## src/rtl/frp_pkg.sv

```systemverilog
package frp_pkg;

    localparam int BYTE_W      = 8;
    localparam int ADDR_W      = 10;
    localparam int HI_W        = ADDR_W - BYTE_W;
    localparam int PRE_W       = BYTE_W;
    localparam int DATA_BYTES  = 5;
    localparam int DATA_W      = DATA_BYTES * BYTE_W;
    localparam int FRAME_BYTES = DATA_BYTES + 2;
    localparam int BCNT_W      = $clog2(FRAME_BYTES + 1);
    localparam int BIT_W       = $clog2(BYTE_W);
    localparam int LEFT_W      = $clog2(DATA_W + 1);
    localparam int DIR_BIT     = HI_W;

    localparam logic [BYTE_W-2:0] STOP_CODE = 7'b1110010;
    localparam logic [3:0]        GRP_CFG   = 4'h0;
    localparam logic [3:0]        GRP_STAT  = 4'hF;

    typedef enum logic [1:0] {OP_NONE, OP_WRITE, OP_READ, OP_STATUS} op_e;
    typedef enum logic [1:0] {FM_CMD, FM_WRITE, FM_DRAIN} fmode_e;

    typedef struct packed {
        logic              dir;
        logic [ADDR_W-1:0] rd_start;
        logic [ADDR_W-1:0] wr_start;
        logic [PRE_W-1:0]  precount;
    } cfg_t;

    typedef struct packed {
        logic [ADDR_W-1:0] rd;
        logic [ADDR_W-1:0] wr;
        logic [PRE_W-1:0]  hd;
    } counts_t;

    function automatic op_e decode_cmd(input logic [BYTE_W-1:0] b);
        logic re;
        logic we;
        re = b[3];
        we = b[2];
        if (b[1:0] != 2'b00) return OP_NONE;
        if (b[7:4] == GRP_CFG) begin
            if (re && !we) return OP_READ;
            if (we && !re) return OP_WRITE;
            return OP_NONE;
        end
        if (b[7:4] == GRP_STAT && re && !we) return OP_STATUS;
        return OP_NONE;
    endfunction

    function automatic logic [DATA_W-1:0] pack_counts(input counts_t c);
        return {{(BYTE_W-HI_W){1'b0}}, c.rd, {(BYTE_W-HI_W){1'b0}}, c.wr, c.hd};
    endfunction

    function automatic logic stop_ok(input logic [BYTE_W-1:0] stop, input logic par_acc);
        return (stop[BYTE_W-1:1] == STOP_CODE) && ((par_acc ^ (^stop)) == 1'b0);
    endfunction

endpackage

```

## src/rtl/frp_sync.sv

```systemverilog
module frp_sync #(
    parameter int                 WIDTH   = 4,
    parameter int                 STAGES  = 2,
    parameter logic [WIDTH-1:0]   RST_VAL = '0
) (
    input  logic             clk,
    input  logic             rst,
    input  logic [WIDTH-1:0] d_i,
    output logic [WIDTH-1:0] lvl_o,
    output logic [WIDTH-1:0] rise_o
);

    logic [WIDTH-1:0] pipe [STAGES+1];

    for (genvar s = 0; s <= STAGES; s++) begin : g_stage
        if (s == 0) begin : g_first
            always_ff @(posedge clk) begin
                if (rst) pipe[s] <= RST_VAL;
                else     pipe[s] <= d_i;
            end
        end else begin : g_next
            always_ff @(posedge clk) begin
                if (rst) pipe[s] <= RST_VAL;
                else     pipe[s] <= pipe[s-1];
            end
        end
    end

    assign lvl_o = pipe[STAGES-1];

    for (genvar b = 0; b < WIDTH; b++) begin : g_edge
        assign rise_o[b] = pipe[STAGES-1][b] & ~pipe[STAGES][b];
    end

endmodule

```

## src/rtl/frp_rx.sv

```systemverilog
module frp_rx
    import frp_pkg::*;
(
    input  logic clk,
    input  logic rst,
    input  logic cs_n_i,
    input  logic sck_rise_i,
    input  logic sdi_i,
    output logic wr_good_o,
    output logic wr_bad_o,
    output cfg_t wr_data_o,
    output logic rd_req_o,
    output logic st_req_o
);

    logic [BYTE_W-2:0] shreg;
    logic [BIT_W-1:0]  bit_cnt;
    logic [BCNT_W-1:0] byte_cnt;
    logic              par_acc;
    fmode_e            mode;
    cfg_t              stage;
    logic [BYTE_W-1:0] byte_now;
    logic              byte_done;

    assign byte_now  = {shreg, sdi_i};
    assign byte_done = sck_rise_i && (bit_cnt == BIT_W'(BYTE_W - 1));
    assign wr_data_o = stage;

    always_ff @(posedge clk) begin
        wr_good_o <= 1'b0;
        wr_bad_o  <= 1'b0;
        rd_req_o  <= 1'b0;
        st_req_o  <= 1'b0;
        if (rst) begin
            shreg    <= '0;
            bit_cnt  <= '0;
            byte_cnt <= '0;
            par_acc  <= 1'b0;
            mode     <= FM_CMD;
            stage    <= '0;
        end else if (cs_n_i) begin
            bit_cnt  <= '0;
            byte_cnt <= '0;
            par_acc  <= 1'b0;
            mode     <= FM_CMD;
        end else if (sck_rise_i) begin
            shreg   <= byte_now[BYTE_W-2:0];
            bit_cnt <= bit_cnt + 1'b1;
            if (byte_done) begin
                if (byte_cnt != BCNT_W'(FRAME_BYTES)) byte_cnt <= byte_cnt + 1'b1;
                case (mode)
                    FM_CMD: begin
                        case (decode_cmd(byte_now))
                            OP_WRITE:  mode <= FM_WRITE;
                            OP_READ:   begin rd_req_o <= 1'b1; mode <= FM_DRAIN; end
                            OP_STATUS: begin st_req_o <= 1'b1; mode <= FM_DRAIN; end
                            default:   mode <= FM_DRAIN;
                        endcase
                    end
                    FM_WRITE: begin
                        par_acc <= par_acc ^ (^byte_now);
                        case (byte_cnt)
                            BCNT_W'(1): begin
                                stage.dir                     <= byte_now[DIR_BIT];
                                stage.rd_start[ADDR_W-1:BYTE_W] <= byte_now[HI_W-1:0];
                            end
                            BCNT_W'(2): stage.rd_start[BYTE_W-1:0] <= byte_now;
                            BCNT_W'(3): stage.wr_start[ADDR_W-1:BYTE_W] <= byte_now[HI_W-1:0];
                            BCNT_W'(4): stage.wr_start[BYTE_W-1:0] <= byte_now;
                            BCNT_W'(5): stage.precount <= byte_now;
                            BCNT_W'(6): begin
                                if (stop_ok(byte_now, par_acc)) wr_good_o <= 1'b1;
                                else                            wr_bad_o  <= 1'b1;
                                mode <= FM_DRAIN;
                            end
                            default: ;
                        endcase
                    end
                    default: ;
                endcase
            end
        end
    end

    // at most one frame event per cycle
    p_single_event_r2: assert property (@(posedge clk) disable iff (rst)
        $onehot0({wr_good_o, wr_bad_o, rd_req_o, st_req_o}));

    // events only arise from a serial clock edge inside a selected frame
    p_event_needs_edge_r11: assert property (@(posedge clk) disable iff (rst)
        (wr_good_o || wr_bad_o || rd_req_o || st_req_o) |-> $past(sck_rise_i && !cs_n_i));

endmodule

```

## src/rtl/frp_tx.sv

```systemverilog
module frp_tx
    import frp_pkg::*;
(
    input  logic    clk,
    input  logic    rst,
    input  logic    cs_n_i,
    input  logic    sck_rise_i,
    input  logic    rd_req_i,
    input  logic    st_req_i,
    input  counts_t counts_i,
    input  logic    pe_i,
    input  logic    wf_i,
    output logic    sdo_o,
    output logic    sdo_en_o
);

    logic [DATA_W-1:0] tx_sh;
    logic [LEFT_W-1:0] left;

    always_ff @(posedge clk) begin
        if (rst || cs_n_i) begin
            tx_sh <= '0;
            left  <= '0;
        end else if (rd_req_i) begin
            tx_sh <= pack_counts(counts_i);
            left  <= LEFT_W'(DATA_W);
        end else if (st_req_i) begin
            tx_sh <= {pe_i, wf_i, {(DATA_W-2){1'b0}}};
            left  <= LEFT_W'(BYTE_W);
        end else if (sck_rise_i && left != '0) begin
            tx_sh <= {tx_sh[DATA_W-2:0], 1'b0};
            left  <= left - 1'b1;
        end
    end

    assign sdo_en_o = (left != '0);
    assign sdo_o    = sdo_en_o & tx_sh[DATA_W-1];

    // deselect turns the output off
    p_off_when_deselected_r10: assert property (@(posedge clk) disable iff (rst)
        cs_n_i |=> !sdo_en_o);

    // output enable only starts after a read or status request
    p_en_needs_request_r8: assert property (@(posedge clk) disable iff (rst)
        $rose(sdo_en_o) |-> $past(rd_req_i || st_req_i));

endmodule

```

## src/rtl/frp_commit.sv

```systemverilog
module frp_commit
    import frp_pkg::*;
(
    input  logic clk,
    input  logic rst,
    input  logic wr_good_i,
    input  logic wr_bad_i,
    input  cfg_t wr_data_i,
    input  logic vs_rise_i,
    output cfg_t live_o,
    output logic pe_o,
    output logic wf_o
);

    cfg_t shadow;

    always_ff @(posedge clk) begin
        if (rst) begin
            shadow <= '0;
            live_o <= '0;
            pe_o   <= 1'b0;
            wf_o   <= 1'b0;
        end else begin
            if (vs_rise_i && wf_o) live_o <= shadow;
            if (wr_good_i) begin
                shadow <= wr_data_i;
                wf_o   <= 1'b1;
                pe_o   <= 1'b0;
            end else begin
                if (wr_bad_i)  pe_o <= 1'b1;
                if (vs_rise_i) wf_o <= 1'b0;
            end
        end
    end

    // accepted frame marks a pending load
    p_good_sets_pending_r5: assert property (@(posedge clk) disable iff (rst)
        wr_good_i |=> (wf_o && !pe_o));

    // rejected frame raises the error flag and keeps the shadow copy
    p_bad_sets_error_r4: assert property (@(posedge clk) disable iff (rst)
        wr_bad_i |=> (pe_o && $stable(shadow)));

    // live values move only on a sync edge
    p_live_hold_r6: assert property (@(posedge clk) disable iff (rst)
        !vs_rise_i |=> $stable(live_o));

    // sync edge without a new frame clears the pending flag
    p_sync_clears_pending_r6: assert property (@(posedge clk) disable iff (rst)
        (vs_rise_i && !wr_good_i) |=> !wf_o);

endmodule

```

## src/rtl/framed_reg_port.sv

```systemverilog
module framed_reg_port
    import frp_pkg::*;
#(
    parameter int SYNC_STAGES = 2
) (
    input  logic              clk,
    input  logic              rst,
    input  logic              spi_cs_n,
    input  logic              spi_sck,
    input  logic              spi_sdi,
    output logic              spi_sdo,
    output logic              spi_sdo_en,
    input  logic              vsync,
    input  logic [ADDR_W-1:0] rd_cnt_i,
    input  logic [ADDR_W-1:0] wr_cnt_i,
    input  logic [PRE_W-1:0]  hd_cnt_i,
    output logic [ADDR_W-1:0] rd_start_o,
    output logic              rd_dir_o,
    output logic [ADDR_W-1:0] wr_start_o,
    output logic [PRE_W-1:0]  hd_precount_o
);

    localparam int N_SYNC = 4;
    localparam int I_CS   = 0;
    localparam int I_SCK  = 1;
    localparam int I_SDI  = 2;
    localparam int I_VS   = 3;

    logic [N_SYNC-1:0] lvl;
    logic [N_SYNC-1:0] rise;
    logic              wr_good;
    logic              wr_bad;
    logic              rd_req;
    logic              st_req;
    logic              pe;
    logic              wf;
    cfg_t              wr_data;
    cfg_t              live;
    counts_t           counts;

    frp_sync #(
        .WIDTH   (N_SYNC),
        .STAGES  (SYNC_STAGES),
        .RST_VAL (N_SYNC'(1) << I_CS)
    ) u_sync (
        .clk    (clk),
        .rst    (rst),
        .d_i    ({vsync, spi_sdi, spi_sck, spi_cs_n}),
        .lvl_o  (lvl),
        .rise_o (rise)
    );

    frp_rx u_rx (
        .clk        (clk),
        .rst        (rst),
        .cs_n_i     (lvl[I_CS]),
        .sck_rise_i (rise[I_SCK]),
        .sdi_i      (lvl[I_SDI]),
        .wr_good_o  (wr_good),
        .wr_bad_o   (wr_bad),
        .wr_data_o  (wr_data),
        .rd_req_o   (rd_req),
        .st_req_o   (st_req)
    );

    assign counts = '{rd: rd_cnt_i, wr: wr_cnt_i, hd: hd_cnt_i};

    frp_tx u_tx (
        .clk        (clk),
        .rst        (rst),
        .cs_n_i     (lvl[I_CS]),
        .sck_rise_i (rise[I_SCK]),
        .rd_req_i   (rd_req),
        .st_req_i   (st_req),
        .counts_i   (counts),
        .pe_i       (pe),
        .wf_i       (wf),
        .sdo_o      (spi_sdo),
        .sdo_en_o   (spi_sdo_en)
    );

    frp_commit u_commit (
        .clk       (clk),
        .rst       (rst),
        .wr_good_i (wr_good),
        .wr_bad_i  (wr_bad),
        .wr_data_i (wr_data),
        .vs_rise_i (rise[I_VS]),
        .live_o    (live),
        .pe_o      (pe),
        .wf_o      (wf)
    );

    assign rd_start_o    = live.rd_start;
    assign rd_dir_o      = live.dir;
    assign wr_start_o    = live.wr_start;
    assign hd_precount_o = live.precount;

    // nothing driven on the data pin in the cycle after reset
    p_reset_quiet_r1: assert property (@(posedge clk)
        rst |=> (!spi_sdo_en && live == '0));

endmodule

```

## config.mk

```make
export PLATFORM = sky130hd
export DESIGN_NAME = framed_reg_port
export DESIGN_NICKNAME = d
export VERILOG_FILES = /design/src/rtl/frp_pkg.sv /design/src/rtl/frp_sync.sv /design/src/rtl/frp_rx.sv /design/src/rtl/frp_tx.sv /design/src/rtl/frp_commit.sv /design/src/rtl/framed_reg_port.sv
export SDC_FILE = /design/constraint.sdc
export NUM_CORES = 1
export LEC_CHECK = 0
export BUFFER_PORTS_ARGS = -buffer_cell sky130_fd_sc_hd__buf_2
export CORE_MARGIN = 8
export CORE_UTILIZATION = 25
export CTS_CLUSTER_DIAMETER = 80
export DETAILED_ROUTE_END_ITERATION = 8
export PLACE_DENSITY_LB_ADDON = 0.25
export SKIP_LAST_GASP = 1
export SYNTH_ARGS = -nofsm -noshare
export SYNTH_HDL_FRONTEND = slang
export SYNTH_SLANG_ARGS = --single-unit
```

## constraint.sdc

```tcl
create_clock -name clk -period 3.5 [get_ports clk]
set_clock_uncertainty 0.05 [all_clocks]
set_input_delay 0.35 -clock clk [delete_from_list [all_inputs] [get_ports clk]]
set_output_delay 0.35 -clock clk [all_outputs]
set_load 0.03 [all_outputs]
```

==> impl_metrics.tcl <==
set metrics [dict create \
    cts_sinks 165 \
    synth_cell_types 48 \
    crit_family "simple AND/OR/NAND/NOR gates" \
    syn_area_um2 6372 \
    grt_pass1_wl_um 24540 \
    synth_top_family_by_area "simple AND/OR/NAND/NOR gates" \
    dieArea_um2 30850 \
    synth_area_leaders "dfxtp_1 (52%), mux2i_1 (9.3%), nand2_1 (7.4%)" \
    drive_above_1_share 0.1576 \
    crit_required_ps 3100 \
    power.density_nw_per_um2 497.4 \
    worst_slew_pin_slew_ps 1217 \
    tritoncts "built" \
    worstPathArrival_ps 2120 \
    r2r_cells 4 \
    path_buf_inv 2 \
    fin_crit_ps 2519 \
    ios 65 \
    dp_slack_ps 1032 \
    clock_latency_ps 420 \
    synth_adder_area_share 0.03142 \
    setup_viol 0 \
    start_util 0.2538 \
    hold_ws_ps 56.27 \
    antenna_found_initial 0 \
    hold_viol_final 0 \
    ys_ff_latch 165 \
    synth-simple-area-share 0.1740 \
    critPathMaxFanout 4 \
    fillers 2716 \
    gp_congestion 0.7049 \
    drcViolationCount 0 \
    grt-busiest-layer "met2" \
    synth.avg_cell_area_um2 9.195 \
    grt_max_degree 67 \
    yosysSeqAreaShare 0.5184 \
    ys_warn_count 0 \
    grt_use_met2 0.1569 \
    clockBufferDepth 2 \
    crit_slowest_cell "nor3b_1" \
    grt_pass1_vias 4660 \
    synth_edf_count 0 \
    syn-num-nets 743 \
    io_buffers 64 \
    clk_pin_slew_ps 70 \
    final_util 0.2999 \
    synth-xor-area-share 0.01237 \
    cts_buffers 17 \
    vdd_drop_max_mv 0.2748 \
    power.leakage_nw 2.767 \
    use_met3 0.02684 \
    yosysTopAreaCell "dfxtp_1" \
    grt-ovfl-total 0 \
    via_per_inst 4.312 \
    die_h_um 175.7 \
    final_nets 792 \
    use_met1 0.1250 \
    hold_path_depth 2 \
    dieWidth_um 175.7 \
    postCtsHoldBufs 0 \
    final_common_cell "dfxtp_1" \
    crit_path_start_kind "register" \
    max_slew_margin 0.1878 \
    wirelength_um 14500 \
    first_pass_iters 4 \
    hold_path.class "input pin to register" \
    critical_path_class "register to output port" \
    async_flop_share 0 \
    cts_resized 0 \
    postCtsSetupBuffers 0 \
    cp_cell_sequence "inv_1, ha_1, nor3b_1, nand2_1, and2_1, buf_2" \
    n_antenna_cell 0 \
    rsz0062_at_grt "no" \
    crit_cells 6 \
    setup_ws_ps 980.9 \
    synthCells 693 \
    coreArea_um2 25110 \
    synth-compound-area-share 0.1300 \
    status "finished clean" \
    final_cell_mix "dfxtp_1 (165), nand2_1 (126), nor2_1 (78)" \
    drv_cap 0 \
    root_buffer "clkbuf_16" \
    detail_route.wl_per_cell_um 13.37 \
    area_delta_synth_final_pct 18.16 \
    synthFlopType "dfxtp_1" \
    slew_viol_final 0 \
    muxShareOfSynthArea 0.09268 \
    ant_nets 0 \
    post-route-period-util 0.7197 \
    drt-initial-drc-count 219 \
    end_kind "output port" \
    max_freq_mhz 397.0 \
    grt_usage 0.09810 \
    num_rows 58 \
    synth_top_area_share 0.5184 \
    cts_htree_levels 4 \
    finalSetupTns_ps 0 \
    critPathMaxStageDelay_ps 510 \
    dp_hpwl_um 9249 \
    via_count 4679 \
]
[routing by layer]
metal,routed length (µm),vias up
met5,0,-
met4,200,0
met3,584,17
met2,6513,71
met1,7205,2153
li1,-,2438
[worst paths after layout]
kind / slack, ps / end / start
hold / removal: 60 / u_sync.pipe[0][0]$_SDFF_PP1_ / spi_cs_n
hold reg to reg: 360 / u_sync.pipe[1][0]$_SDFF_PP1_ / u_sync.pipe[0][0]$_SDFF_PP1_
setup reg to reg: 1060 / u_tx.tx_sh[32]$_SDFFE_PP0P_ / u_rx.rd_req_o$_SDFF_PP0_
setup / recovery: 980 / spi_sdo / u_tx.left[0]$_SDFFE_PP0P_
[cell families (layout without fill, tap and decap cells)]
logic type / after synthesis / count (layout)
AOI/OAI and AO/OA: 134 / 134
muxes: 59 / 59
xor gates and xnor gates: 9 / 9
buffers and inverters: 57 / 119
and+or+nand+nor: 253 / 253
DFF: 165 / 165
adders and majority gates: 16 / 16
[stage by stage]
stage / cells / cell area, µm² / power, W
2_1_floorplan: 693 / 6372 / 0.001960
3_5_place_dp: 1053 / 6960 / 0.001991
5_1_grt: 1085 / 7530 / 0.003912
4_1_cts: 1085 / 7530 / 0.003825
3_3_place_gp: 1053 / 6960 / 0.001993
6_report: 1085 / 7530 / 0.003746
[synth_stat cells (5+ instances only)]
master,count
o21ai_0,11
nor2_1,79
a22oi_1,28
or2_2,5
clkbuf_1,25
dfxtp_1,165
buf_2,8
inv_1,16
xnor2_1,7
mux2i_1,59
a21oi_1,74
ha_1,16
nand2_1,126
nor2b_1,13
[power by group]
group | total, W | internal [W] | switching [W] | leakage, nW
Clock | 0.00180 | 0.000977 | 0.000822 | 0.279
Combinational | 0.0000605 | 0.0000212 | 0.0000393 | 1.16
Sequential | 0.00189 | 0.00188 | 0.00000437 | 1.33
Total | 0.00375 | 0.00288 | 0.000866 | 2.77
[state kept, by name (all words and copies together), names as in the netlist, 2 cells and up]
| register | cells |
|---|---|
| u_commit.live_o | 29 |
| u_commit.shadow | 29 |
| u_rx.bit_cnt | 3 |
| u_rx.byte_cnt | 3 |
| u_rx.mode | 2 |
| u_rx.shreg | 7 |
| u_rx.wr_data_o | 29 |
| u_sync.pipe | 10 |
| u_tx.left | 6 |
| u_tx.tx_sh | 40 |
[area by class of cell]
type / count / area [µm²] / share of cell area
tap: 330 / 412.9 / 0.05484
clock inverter: 11 / 108.9 / 0.01446
clock buffer: 21 / 460.4 / 0.06115
timing repair buffer: 71 / 375.4 / 0.04985
sequential: 165 / 3303 / 0.4387
inverter: 16 / 60.06 / 0.007976
multi-input combinational: 471 / 2809 / 0.3730
No activity file was read; power rests on OpenSTA's default activity.
